### src/rtl/cfgwin_pkg.sv
// Shared types for the configuration access window.
// Assumes: used by every module of cfgwin_bridge.
package cfgwin_pkg;
    typedef enum logic [1:0] {
        ST_IDLE  = 2'd0,
        ST_ISSUE = 2'd1,
        ST_WAIT  = 2'd2,
        ST_DONE  = 2'd3
    } cfg_state_e;

    typedef enum logic [1:0] {
        SP_NONE   = 2'd0,
        SP_TARGET = 2'd1,
        SP_ROOT   = 2'd2,
        SP_WINDOW = 2'd3
    } space_e;
endpackage

### src/rtl/cfgwin_decode.sv
// Address decoder: classifies a CPU byte address as the target register,
// the root bus register, the configuration window, or unmapped space.
// Assumes: register offsets are word aligned; the window lies inside the
// address range.
module cfgwin_decode
    import cfgwin_pkg::*;
#(
    parameter int ADDR_W    = 13,
    parameter int TGT_OFF   = 'h140,
    parameter int ROOT_OFF  = 'h144,
    parameter int WIN_BASE  = 'h1000,
    parameter int WIN_BYTES = 4096
) (
    input  logic [ADDR_W-1:0] addr,
    output space_e            space
);
    localparam int unsigned WIN_END = WIN_BASE + WIN_BYTES;

    logic [31:0] addr_ext;
    assign addr_ext = 32'(addr);

    // Compare the address against each mapped region.
    always_comb begin
        space = SP_NONE;
        if (addr_ext >= 32'(WIN_BASE) && addr_ext < WIN_END)
            space = SP_WINDOW;
        else if (addr_ext[31:2] == 30'(TGT_OFF / 4))
            space = SP_TARGET;
        else if (addr_ext[31:2] == 30'(ROOT_OFF / 4))
            space = SP_ROOT;
    end
endmodule

### src/rtl/cfgwin_target_regs.sv
// Holds the configuration target (bus, device/function) and the root bus
// number. Each byte is written only under its byte enable.
// Assumes: write strobes are single-cycle pulses from the access FSM.
module cfgwin_target_regs #(
    parameter int BUS_W   = 8,
    parameter int DEVFN_W = 8
) (
    input  logic               clk,
    input  logic               rst_n,
    input  logic               wr_tgt,
    input  logic               wr_root,
    input  logic [1:0]         be,
    input  logic [15:0]        wdata,
    output logic [BUS_W-1:0]   tgt_bus,
    output logic [DEVFN_W-1:0] tgt_devfn,
    output logic [BUS_W-1:0]   root_bus
);
    // Target register update, byte enable per field.
    always_ff @(posedge clk) begin
        if (!rst_n) begin
            tgt_bus   <= '0;
            tgt_devfn <= '0;
        end else if (wr_tgt) begin
            if (be[0]) tgt_devfn <= wdata[DEVFN_W-1:0];
            if (be[1]) tgt_bus   <= wdata[8 +: BUS_W];
        end
    end

    // Root bus register update.
    always_ff @(posedge clk) begin
        if (!rst_n)
            root_bus <= '0;
        else if (wr_root && be[0])
            root_bus <= wdata[BUS_W-1:0];
    end

    // devfn takes the written byte.
    a_r2_devfn_load: assert property (@(posedge clk) disable iff (!rst_n)
        (wr_tgt && be[0]) |=> tgt_devfn == $past(wdata[DEVFN_W-1:0]));

    // bus field untouched when its byte enable is clear.
    a_r2_bus_masked: assert property (@(posedge clk) disable iff (!rst_n)
        (wr_tgt && !be[1]) |=> $stable(tgt_bus));

    // root bus changes only through its own write strobe.
    a_r4_root_only_by_write: assert property (@(posedge clk) disable iff (!rst_n)
        !wr_root |=> $stable(root_bus));
endmodule

### src/rtl/cfgwin_req_fsm.sv
// Access sequencer: serves register accesses in one cycle and converts
// window accesses into one configuration request, waiting for its
// completion before acknowledging the CPU.
// Assumes: the CPU holds cpu_req until cpu_ack and drops it afterwards.
module cfgwin_req_fsm
    import cfgwin_pkg::*;
#(
    parameter int OFF_W   = 12,
    parameter int BUS_W   = 8,
    parameter int DEVFN_W = 8,
    parameter int DATA_W  = 32,
    parameter int BE_W    = DATA_W / 8
) (
    input  logic               clk,
    input  logic               rst_n,
    input  logic               cpu_req,
    input  logic               cpu_we,
    input  space_e             space,
    input  logic [OFF_W-1:0]   win_off,
    input  logic [BE_W-1:0]    cpu_be,
    input  logic [DATA_W-1:0]  cpu_wdata,
    input  logic [DATA_W-1:0]  reg_rdata,
    input  logic [BUS_W-1:0]   tgt_bus,
    input  logic [DEVFN_W-1:0] tgt_devfn,
    input  logic [BUS_W-1:0]   root_bus,
    output logic               wr_tgt,
    output logic               wr_root,
    output logic               cpu_ack,
    output logic [DATA_W-1:0]  cpu_rdata,
    output logic               cfg_req_valid,
    input  logic               cfg_req_ready,
    output logic               cfg_req_write,
    output logic               cfg_req_type1,
    output logic [BUS_W-1:0]   cfg_req_bus,
    output logic [DEVFN_W-1:0] cfg_req_devfn,
    output logic [OFF_W-1:0]   cfg_req_off,
    output logic [BE_W-1:0]    cfg_req_be,
    output logic [DATA_W-1:0]  cfg_req_data,
    input  logic               cfg_cpl_valid,
    input  logic               cfg_cpl_ur,
    input  logic [DATA_W-1:0]  cfg_cpl_data
);
    cfg_state_e state;
    logic       start;

    // A new CPU access is taken only in the idle state.
    assign start   = (state == ST_IDLE) && cpu_req;
    assign wr_tgt  = start && cpu_we && (space == SP_TARGET);
    assign wr_root = start && cpu_we && (space == SP_ROOT);

    assign cfg_req_valid = (state == ST_ISSUE);
    assign cpu_ack       = (state == ST_DONE);

    // Sequence state, request capture and read data return.
    always_ff @(posedge clk) begin
        if (!rst_n) begin
            state         <= ST_IDLE;
            cpu_rdata     <= '0;
            cfg_req_write <= 1'b0;
            cfg_req_type1 <= 1'b0;
            cfg_req_bus   <= '0;
            cfg_req_devfn <= '0;
            cfg_req_off   <= '0;
            cfg_req_be    <= '0;
            cfg_req_data  <= '0;
        end else begin
            unique case (state)
                ST_IDLE: begin
                    if (cpu_req) begin
                        if (space == SP_WINDOW) begin
                            cfg_req_write <= cpu_we;
                            cfg_req_type1 <= (tgt_bus != root_bus);
                            cfg_req_bus   <= tgt_bus;
                            cfg_req_devfn <= tgt_devfn;
                            cfg_req_off   <= {win_off[OFF_W-1:2], 2'b00};
                            cfg_req_be    <= cpu_be;
                            cfg_req_data  <= cpu_wdata;
                            state         <= ST_ISSUE;
                        end else begin
                            cpu_rdata <= cpu_we ? '0 : reg_rdata;
                            state     <= ST_DONE;
                        end
                    end
                end
                ST_ISSUE: begin
                    if (cfg_req_ready) state <= ST_WAIT;
                end
                ST_WAIT: begin
                    if (cfg_cpl_valid) begin
                        if (cfg_req_write)   cpu_rdata <= '0;
                        else if (cfg_cpl_ur) cpu_rdata <= '1;
                        else                 cpu_rdata <= cfg_cpl_data;
                        state <= ST_DONE;
                    end
                end
                default: state <= ST_IDLE;
            endcase
        end
    end

    // a held-off request keeps its fields.
    a_r9_req_hold: assert property (@(posedge clk) disable iff (!rst_n)
        (cfg_req_valid && !cfg_req_ready) |=>
            (cfg_req_valid && $stable(cfg_req_off) && $stable(cfg_req_bus) &&
             $stable(cfg_req_devfn) && $stable(cfg_req_be) &&
             $stable(cfg_req_data) && $stable(cfg_req_write)));

    // issued type matches the live root bus comparison.
    a_r6_type_sel: assert property (@(posedge clk) disable iff (!rst_n)
        cfg_req_valid |-> (cfg_req_type1 == (cfg_req_bus != root_bus)));

    // unsupported-request read returns all ones on the next cycle.
    a_r8_ur_ones: assert property (@(posedge clk) disable iff (!rst_n)
        (state == ST_WAIT && cfg_cpl_valid && cfg_cpl_ur && !cfg_req_write)
            |=> (cpu_ack && cpu_rdata == '1));

    // acknowledge is a single-cycle pulse.
    a_r7_ack_pulse: assert property (@(posedge clk) disable iff (!rst_n)
        cpu_ack |=> !cpu_ack);

    // register or unmapped accesses never raise a request.
    a_r11_no_req: assert property (@(posedge clk) disable iff (!rst_n)
        (start && space != SP_WINDOW) |=> (!cfg_req_valid && cpu_ack));
endmodule

### src/rtl/cfgwin_bridge.sv
// Top level: maps CPU accesses onto the target/root registers and the
// shared 4 KB configuration window, and drives one configuration request
// at a time toward the link layer.
// Assumes: single CPU master following the req/ack handshake.
module cfgwin_bridge
    import cfgwin_pkg::*;
#(
    parameter int ADDR_W    = 13,
    parameter int TGT_OFF   = 'h140,
    parameter int ROOT_OFF  = 'h144,
    parameter int WIN_BASE  = 'h1000,
    parameter int WIN_BYTES = 4096,
    parameter int BUS_W     = 8,
    parameter int DEVFN_W   = 8,
    parameter int DATA_W    = 32,
    parameter int BE_W      = DATA_W / 8,
    parameter int OFF_W     = $clog2(WIN_BYTES)
) (
    input  logic               clk,
    input  logic               rst_n,
    input  logic               cpu_req,
    input  logic               cpu_we,
    input  logic [ADDR_W-1:0]  cpu_addr,
    input  logic [BE_W-1:0]    cpu_be,
    input  logic [DATA_W-1:0]  cpu_wdata,
    output logic               cpu_ack,
    output logic [DATA_W-1:0]  cpu_rdata,
    output logic               cfg_req_valid,
    input  logic               cfg_req_ready,
    output logic               cfg_req_write,
    output logic               cfg_req_type1,
    output logic [BUS_W-1:0]   cfg_req_bus,
    output logic [DEVFN_W-1:0] cfg_req_devfn,
    output logic [OFF_W-1:0]   cfg_req_off,
    output logic [BE_W-1:0]    cfg_req_be,
    output logic [DATA_W-1:0]  cfg_req_data,
    input  logic               cfg_cpl_valid,
    input  logic               cfg_cpl_ur,
    input  logic [DATA_W-1:0]  cfg_cpl_data
);
    space_e             space;
    logic               wr_tgt, wr_root;
    logic [BUS_W-1:0]   tgt_bus, root_bus;
    logic [DEVFN_W-1:0] tgt_devfn;
    logic [ADDR_W-1:0]  win_rel;
    logic [DATA_W-1:0]  reg_rdata;

    cfgwin_decode #(
        .ADDR_W(ADDR_W), .TGT_OFF(TGT_OFF), .ROOT_OFF(ROOT_OFF),
        .WIN_BASE(WIN_BASE), .WIN_BYTES(WIN_BYTES)
    ) u_decode (
        .addr (cpu_addr),
        .space(space)
    );

    cfgwin_target_regs #(.BUS_W(BUS_W), .DEVFN_W(DEVFN_W)) u_regs (
        .clk      (clk),
        .rst_n    (rst_n),
        .wr_tgt   (wr_tgt),
        .wr_root  (wr_root),
        .be       (cpu_be[1:0]),
        .wdata    (cpu_wdata[15:0]),
        .tgt_bus  (tgt_bus),
        .tgt_devfn(tgt_devfn),
        .root_bus (root_bus)
    );

    // Offset of the access inside the window.
    assign win_rel = cpu_addr - ADDR_W'(WIN_BASE);

    // Register read mux; upper target bits read as zero.
    always_comb begin
        reg_rdata = '0;
        if (space == SP_TARGET)
            reg_rdata[8 + BUS_W - 1:0] = {tgt_bus, tgt_devfn};
        else if (space == SP_ROOT)
            reg_rdata[BUS_W-1:0] = root_bus;
    end

    cfgwin_req_fsm #(
        .OFF_W(OFF_W), .BUS_W(BUS_W), .DEVFN_W(DEVFN_W),
        .DATA_W(DATA_W), .BE_W(BE_W)
    ) u_fsm (
        .clk          (clk),
        .rst_n        (rst_n),
        .cpu_req      (cpu_req),
        .cpu_we       (cpu_we),
        .space        (space),
        .win_off      (win_rel[OFF_W-1:0]),
        .cpu_be       (cpu_be),
        .cpu_wdata    (cpu_wdata),
        .reg_rdata    (reg_rdata),
        .tgt_bus      (tgt_bus),
        .tgt_devfn    (tgt_devfn),
        .root_bus     (root_bus),
        .wr_tgt       (wr_tgt),
        .wr_root      (wr_root),
        .cpu_ack      (cpu_ack),
        .cpu_rdata    (cpu_rdata),
        .cfg_req_valid(cfg_req_valid),
        .cfg_req_ready(cfg_req_ready),
        .cfg_req_write(cfg_req_write),
        .cfg_req_type1(cfg_req_type1),
        .cfg_req_bus  (cfg_req_bus),
        .cfg_req_devfn(cfg_req_devfn),
        .cfg_req_off  (cfg_req_off),
        .cfg_req_be   (cfg_req_be),
        .cfg_req_data (cfg_req_data),
        .cfg_cpl_valid(cfg_cpl_valid),
        .cfg_cpl_ur   (cfg_cpl_ur),
        .cfg_cpl_data (cfg_cpl_data)
    );

    // a read of the target register never shows upper bits.
    a_r3_upper_zero: assert property (@(posedge clk) disable iff (!rst_n)
        (space == SP_TARGET) |-> (reg_rdata[DATA_W-1:16] == '0));

    // request target equals the target register while issuing.
    a_r5_target_match: assert property (@(posedge clk) disable iff (!rst_n)
        cfg_req_valid |-> (cfg_req_bus == tgt_bus && cfg_req_devfn == tgt_devfn));
endmodule

### config.mk
export PLATFORM = sky130hd
export DESIGN_NAME = cfgwin_bridge
export DESIGN_NICKNAME = d
export VERILOG_FILES = /design/src/rtl/cfgwin_pkg.sv /design/src/rtl/cfgwin_decode.sv /design/src/rtl/cfgwin_target_regs.sv /design/src/rtl/cfgwin_req_fsm.sv /design/src/rtl/cfgwin_bridge.sv
export SDC_FILE = /design/constraint.sdc
export NUM_CORES = 1
export LEC_CHECK = 0
export ABC_CLOCK_PERIOD_IN_PS = 5500
export BUFFER_PORTS_ARGS = -buffer_cell sky130_fd_sc_hd__clkbuf_2
export CAP_MARGIN = 20
export CORE_UTILIZATION = 40
export CTS_BUF_LIST = sky130_fd_sc_hd__clkbuf_4 sky130_fd_sc_hd__clkbuf_8 sky130_fd_sc_hd__clkbuf_16
export CTS_CLUSTER_SIZE = 40
export DETAILED_ROUTE_END_ITERATION = 8
export HOLD_SLACK_MARGIN = 0.03
export PLACE_DENSITY = 0.66
export REMOVE_ABC_BUFFERS = 1
export SYNTH_ARGS = -nofsm -noshare
export SYNTH_HDL_FRONTEND = slang
export SYNTH_HIERARCHICAL = 1
export SYNTH_SLANG_ARGS = --single-unit
export TNS_END_PERCENT = 10
### constraint.sdc
create_clock -name clk -period 5.5 [get_ports clk]
set_input_delay 0.275 -clock clk [delete_from_list [all_inputs] [get_ports clk]]
set_output_delay 0.275 -clock clk [all_outputs]
set_load 0.02 [all_outputs]
Word level (Yosys, flattened, before mapping)
Index checks and enable logic that the tools add are counted.
Storage, ports and cells
  bits of input ports: 88
  output and inout port bits: 100
  word-level logic and storage cells: 59
  flip-flop bits (word level): 122
Cells by class
  $lt $le $gt $ge: 2
  reduce and logical (&&, ||, !) cells: 13
  multiplexer cells: 18
  equality and inequality tests: 13
  add/sub/neg operators: 1
Operators with widths (number)
  32-bit two-way mux: 5
  32-bit one-hot mux with 2 select lines: 1
  8-bit two-way mux: 3
  11-bit by 7-bit == test with 1-bit output, second input constant: 2
  16-bit two-way mux: 1
  13-bit by 14-bit less-than comparator with 1-bit output, second input constant: 1
  2-bit two-way mux: 7
  13-bit >= comparator, second input constant: 1
  12-bit by 1-bit subtractor with 12-bit output, second input constant: 1
  2-bit == test, second input constant: 4
  8-bit != test: 1
  1-bit logical AND: 6
  2-bit != test, second input constant: 3
  2-bit one-hot mux with 3 select lines: 1
  3-bit AND reduction: 2
  2-bit by 1-bit == test with 1-bit output, second input constant: 2
  2-bit AND reduction: 2
  4-bit AND reduction: 1
  2-bit logical NOT: 1
  2-bit by 1-bit != test with 1-bit output, second input constant: 1
  2-bit nonzero test: 1

Depth between registers and ports, before layout
  depth after elaboration: 11
  mapped depth: 9
  mapped depth without buffers: 7

Hierarchy
The synthesis kept the hierarchy.
Modules (own cells, without submodules)
  cfgwin_req_fsm: cells each 504, seq. area each 1961.9 µm², area each 4255.3 µm², times used 1
  cfgwin_target_regs: cells each 113, seq. area each 480.5 µm², area each 1074.8 µm², times used 1
  cfgwin_bridge: cells each 21, seq. area each 0.0 µm², area each 156.4 µm², times used 1
  cfgwin_decode: cells each 6, seq. area each 0.0 µm², area each 45.0 µm², times used 1

Worst setup path after synthesis
No wires, ideal clock.
  kind: input port to flip-flop
  from: in cpu_addr[5]
  to: reg u_fsm.cpu_rdata[12]
  data arrival time: 2.550 ns
  library setup time: 0.059 ns
  buffers on the path: 1
  slack: 2.891 ns
  required time: 5.441 ns
  stages on the path: 8
  cell sequence: or4b_1 o41ai_1 and2b_4 buf_6 and2_1 inv_1 o311ai_0 o211a_1
Between the ends
  elaborated cells between the ends (all ways): 17
  classes of those cells: order compare: 2; eq/ne: 5; mux: 8; reduce/logical: 2
RTL lines
  from (decl): RTL line cfgwin_bridge.sv:23  | input logic [ADDR_W-1:0] cpu_addr,
  13-bit by 14-bit less-than comparator with 1-bit output (tied with other cells): RTL line cfgwin_decode.sv:25  | if (addr_ext >= 32'(WIN_BASE) && addr_ext < WIN_END)
  1-bit logical AND or 2-bit two-way mux (tied branches): RTL line cfgwin_decode.sv:25, cfgwin_decode.sv:27
  2-bit two-way mux (*): RTL line cfgwin_decode.sv:25
  net space[0]: RTL line cfgwin_bridge.sv:41  | space_e space;
  2-bit by 1-bit == test with 1-bit output (*): RTL line cfgwin_bridge.sv:74  | if (space == SP_TARGET)
  8-bit two-way mux (*): RTL line cfgwin_bridge.sv:74
  net reg_rdata[12]: RTL line cfgwin_bridge.sv:46  | logic [DATA_W-1:0] reg_rdata;
  16-bit two-way mux (*): RTL line cfgwin_req_fsm.sv:80  | cpu_rdata <= cpu_we ? '0 : reg_rdata;
  32-bit two-way mux (*): RTL line cfgwin_req_fsm.sv:70  | if (space == SP_WINDOW) begin
  32-bit two-way mux (*): RTL line cfgwin_req_fsm.sv:69  | if (cpu_req) begin
  32-bit one-hot mux with 2 select lines (*): RTL line cfgwin_req_fsm.sv:67  | unique case (state)
  to (signal assigned): RTL line cfgwin_req_fsm.sv:80
  to (signal assigned): RTL line cfgwin_req_fsm.sv:92  | else cpu_rdata <= cfg_cpl_data;
  to (decl): RTL line cfgwin_req_fsm.sv:29  | output logic [DATA_W-1:0] cpu_rdata,
Mark *: on every way through the listed nets, which the timed path passes. The rest lies on a longest branch. The select of a mux whose other input is x is not followed.
A chain may end at the register's enable or synchronous reset.

Worst setup path in the final report
  from: reg u_fsm.state[0]
  to: reg u_fsm.cpu_rdata[12]
Between the ends
  word-level cells in the longest chain between the ends: 3
  elaborated cells between the ends (all ways): 8
  classes of those cells: eq/ne: 4; mux: 1; reduce/logical: 3
Ends and longest elaborated chain
  from (decl): RTL line cfgwin_req_fsm.sv:43  | cfg_state_e state;
  from (signal assigned): RTL line cfgwin_req_fsm.sv:57  | state <= ST_IDLE;
  from (signal assigned): RTL line cfgwin_req_fsm.sv:78  | state <= ST_ISSUE;
  from (signal assigned): RTL line cfgwin_req_fsm.sv:81  | state <= ST_DONE;
  2-bit == test or 2-bit logical NOT (tied branches): RTL line cfgwin_req_fsm.sv:67
  2-bit != test (no line) or 2-bit nonzero test (tied branches)
  4-bit AND reduction (no line)
Several ways; a longest one is shown, not always the timed one.

==> run summary <==
status = finished, final reports clean
top achievable clock speed = 380.8 MHz
CTS Hold Bufs = 0
Tmin final = 2.626 ns
crit start category = flop
Synth Instances = 644
max_cap viols = 0
vias in the first global route = 4844
core area = 0.01335 mm^2
metal2 WL = 7224 um
Antenna Nets Post-Route = 0
Max Slew Vio Count = 0
# DRC = 0
gp weighted congestion = 0.7347
CP Data Required Time = 5.80 ns
CTS Root Cell = clkbuf_16
Mean Syn Cell Area = 8.589 um^2
placed cell area = 0.006481 mm^2
FP Rows = 42
Mapped Area = 0.005532 mm^2
Max FO, Critical Path = 64
Critical R2R Launch = u_fsm/state[0]
CTS-repair resized insts = 0
Fillers = 1290
Worst path depth = 8
synth unique cells = 36
first-pass GRT wire length = 23600 um
RSZ-0062 raised after global routing = no
clock slew at reported path FFs = 0.05 ns
yosys warns = 6
Crit Reg-Reg Endpoint = u_fsm/cpu_rdata[12]
M1 WL = 6494 um
hold depth = 3
total die area = 0.01430 mm^2
Post-DP HPWL = 10160 um
Buffers on Ports = 183
later-pin clock latency in the skew report = 0.42 ns
#FFs+latches synth = 122
number of flops mapped to enable cells by yosys = 0
final setup fails = 0
area delta synth->final = 28.25%
Tightest Pin Transition = 1.081 ns
initial antenna violation count = 0
HP Start = cpu_wdata[28]
CTS Sinks = 122
Main synth FF type = dfxtp_1
WP data arrival = 2.93 ns
Power, Total = 2.914 mW
internal reg-to-reg setup slack = 2.87 ns
Final WS setup = 2.874 ns
peak supply drop = 0.2121 mV
cell area after layout = 0.007094 mm^2
Post-CTS Setup Repair Bufs = 0
final hold vios = 0
top-count cell post-synth = nand2_1
CP max stage delay = 0.52 ns
CP delay by family, top = buffers and inverters
power density cells = 410.7 mW/mm^2
Initial Util = 41.44%
CP max-delay cell = buf_4
DRT iter0 DRCs = 290
top-area cell type share of the netlist area = 44.15%
crit path buf inv count = 3
largest area contributor in the netlist = dfxtp_1
drt pass-1 iters = 5
Post-Route Skew = 0.008908 ns
crit path cell chain = inv_1 -> ha_1 -> buf_4 -> nor2_1 -> a211oi_4 -> buf_4 -> o311ai_0 -> o211a_1
CTS buffer count = 17
Antenna Diode Count = 0
commonest cells in the netlist = nand2_1 (183), dfxtp_1 (122), a21boi_0 (63)
CTS tree = yes
H-tree depth = 4
DIE WIDTH = 119.6 um
share of cells above drive strength 1 = 31.23%
met3 wire length = 730 um
final WL = 14840 um
Hold WC Path Type = in2reg
top sig layer = met4
Worst Hold End = u_fsm/cfg_req_data[28]
Fin Setup TNS = 0 ns
R2R cell count = 8
GRT Total Usage = 21.12%
CTS max path bufs = 2
DR vias = 5124
critical path's most frequent cell = buf_4
via/cell ratio = 5.129
Die Height = 119.6 um
Rel. slew slack = 27.85%
Seq/Total Area, Yosys = 44.15%
pre-CTS WS = 1.986 ns
largest net degree at the start of global routing = 129
synth top area cells = dfxtp_1 (44%), nand2_1 (12%), a21boi_0 (8.6%)
final worst path period share = 47.74%
FFs w/ async S/R, synth = 0%
boundary pin count = 188
Routed WL per cell = 14.85 um
total grt overflow = 0
Leak Pwr = 3.295 nW
critical path class = reg2reg
NumNets Final = 904
nature of the critical path endpoint = flop
## report_power, final
part           switching (mW)  internal (mW)
clock network           0.374          0.696
logic                   0.503          0.288
registers              0.0607          0.992
## stage by stage
| stage | hold WS [ns] | util, % | cells |
|---|---|---|---|
| 2_1_floorplan | 0.3927 | - | 598 |
| 3_3_place_gp | 0.4502 | 48.56 | 965 |
| 3_5_place_dp | 0.4588 | 48.56 | 965 |
| 4_1_cts | 0.07899 | 52.85 | 996 |
| 5_1_grt | 0.08469 | 53.15 | 999 |
| 6_report | 0.09210 | 53.15 | 999 |
## worst max path at each step
stage | startpoint | to | slack (ns)
floorplan | cpu_addr[5] | u_fsm/cfg_req_type1 | 1.38
global placement | cpu_addr[5] | u_fsm/cfg_req_type1 | 2.03
detailed placement | cpu_addr[5] | u_fsm/cfg_req_type1 | 1.99
CTS | cpu_addr[5] | u_fsm/cfg_req_type1 | 2.42
global route | u_fsm/state[0] | u_fsm/cpu_rdata[12] | 2.70
finish | u_fsm/state[0] | u_fsm/cpu_rdata[12] | 2.87
## area by class of cell
| class | count | area, um^2 | area share (%) |
|---|---|---|---|
| well taps | 176 | 220.2 | 3.104 |
| inverters | 8 | 30.03 | 0.4233 |
| flip-flops and latches | 122 | 2442 | 34.43 |
| clock buffers | 22 | 475.5 | 6.702 |
| repair buffers | 194 | 1018 | 14.36 |
| clock inverters | 9 | 97.59 | 1.376 |
| multi-input cells | 468 | 2810 | 39.61 |
## registers in the layout, summed over array words and instances (netlist names)
register	flops
u_fsm/cfg_req_data	32
u_fsm/cpu_rdata	32
u_fsm/cfg_req_be	4
u_fsm/cfg_req_devfn	8
u_regs/tgt_devfn	8
u_fsm/state	2
u_fsm/cfg_req_bus	8
u_regs/tgt_bus	8
u_fsm/cfg_req_type1	1
u_fsm/cfg_req_write	1
u_fsm/cfg_req_off	10
u_regs/root_bus	8
## tightest hold or removal path: stages
cell,delay (ns)
clkbuf_2,0.08
nand2_1,0.04
a21boi_0,0.06
## placed cells by master (no fill, tap or decap), types with 2 or more instances in the layout
cell type,n
and2_4,3
and2_1,8
a21boi_0,63
nor4_1,2
buf_4,9
nor2b_1,3
a22o_1,8
nor2_1,3
inv_1,8
clkbuf_4,4
clkbuf_2,183
dfxtp_1,122
o21ai_2,24
or4b_1,2
o211a_1,32
clkbuf_16,17
bufinv_16,2
clkinv_2,6
nand2_1,183
nand3_1,32
o211ai_1,32
conb_1,18
clkbuf_8,2
xor2_1,8
nor3b_1,2
nand4_1,25
o41ai_1,2
ha_1,5
## cell families after synthesis
group | count (synthesis) | synth area share, %
other | 2 | 0.1358
AOI/OAI and AO/OA | 169 | 25.36
adders and majority gates | 5 | 1.131
DFF | 122 | 44.15
muxes | 1 | 0.1810
and+or+nand+nor | 267 | 21.38
buffers and inverters | 70 | 6.401
xor gates and xnor gates | 8 | 1.267
## per-layer routing
layer	vias up	global-route usage [%]
li1	2560	-
met1	2372	26.03
met2	164	34.97
met3	28	4.800
met4	0	9.609
met5	-	0
Note: power is estimated with default switching activity, not from simulation.
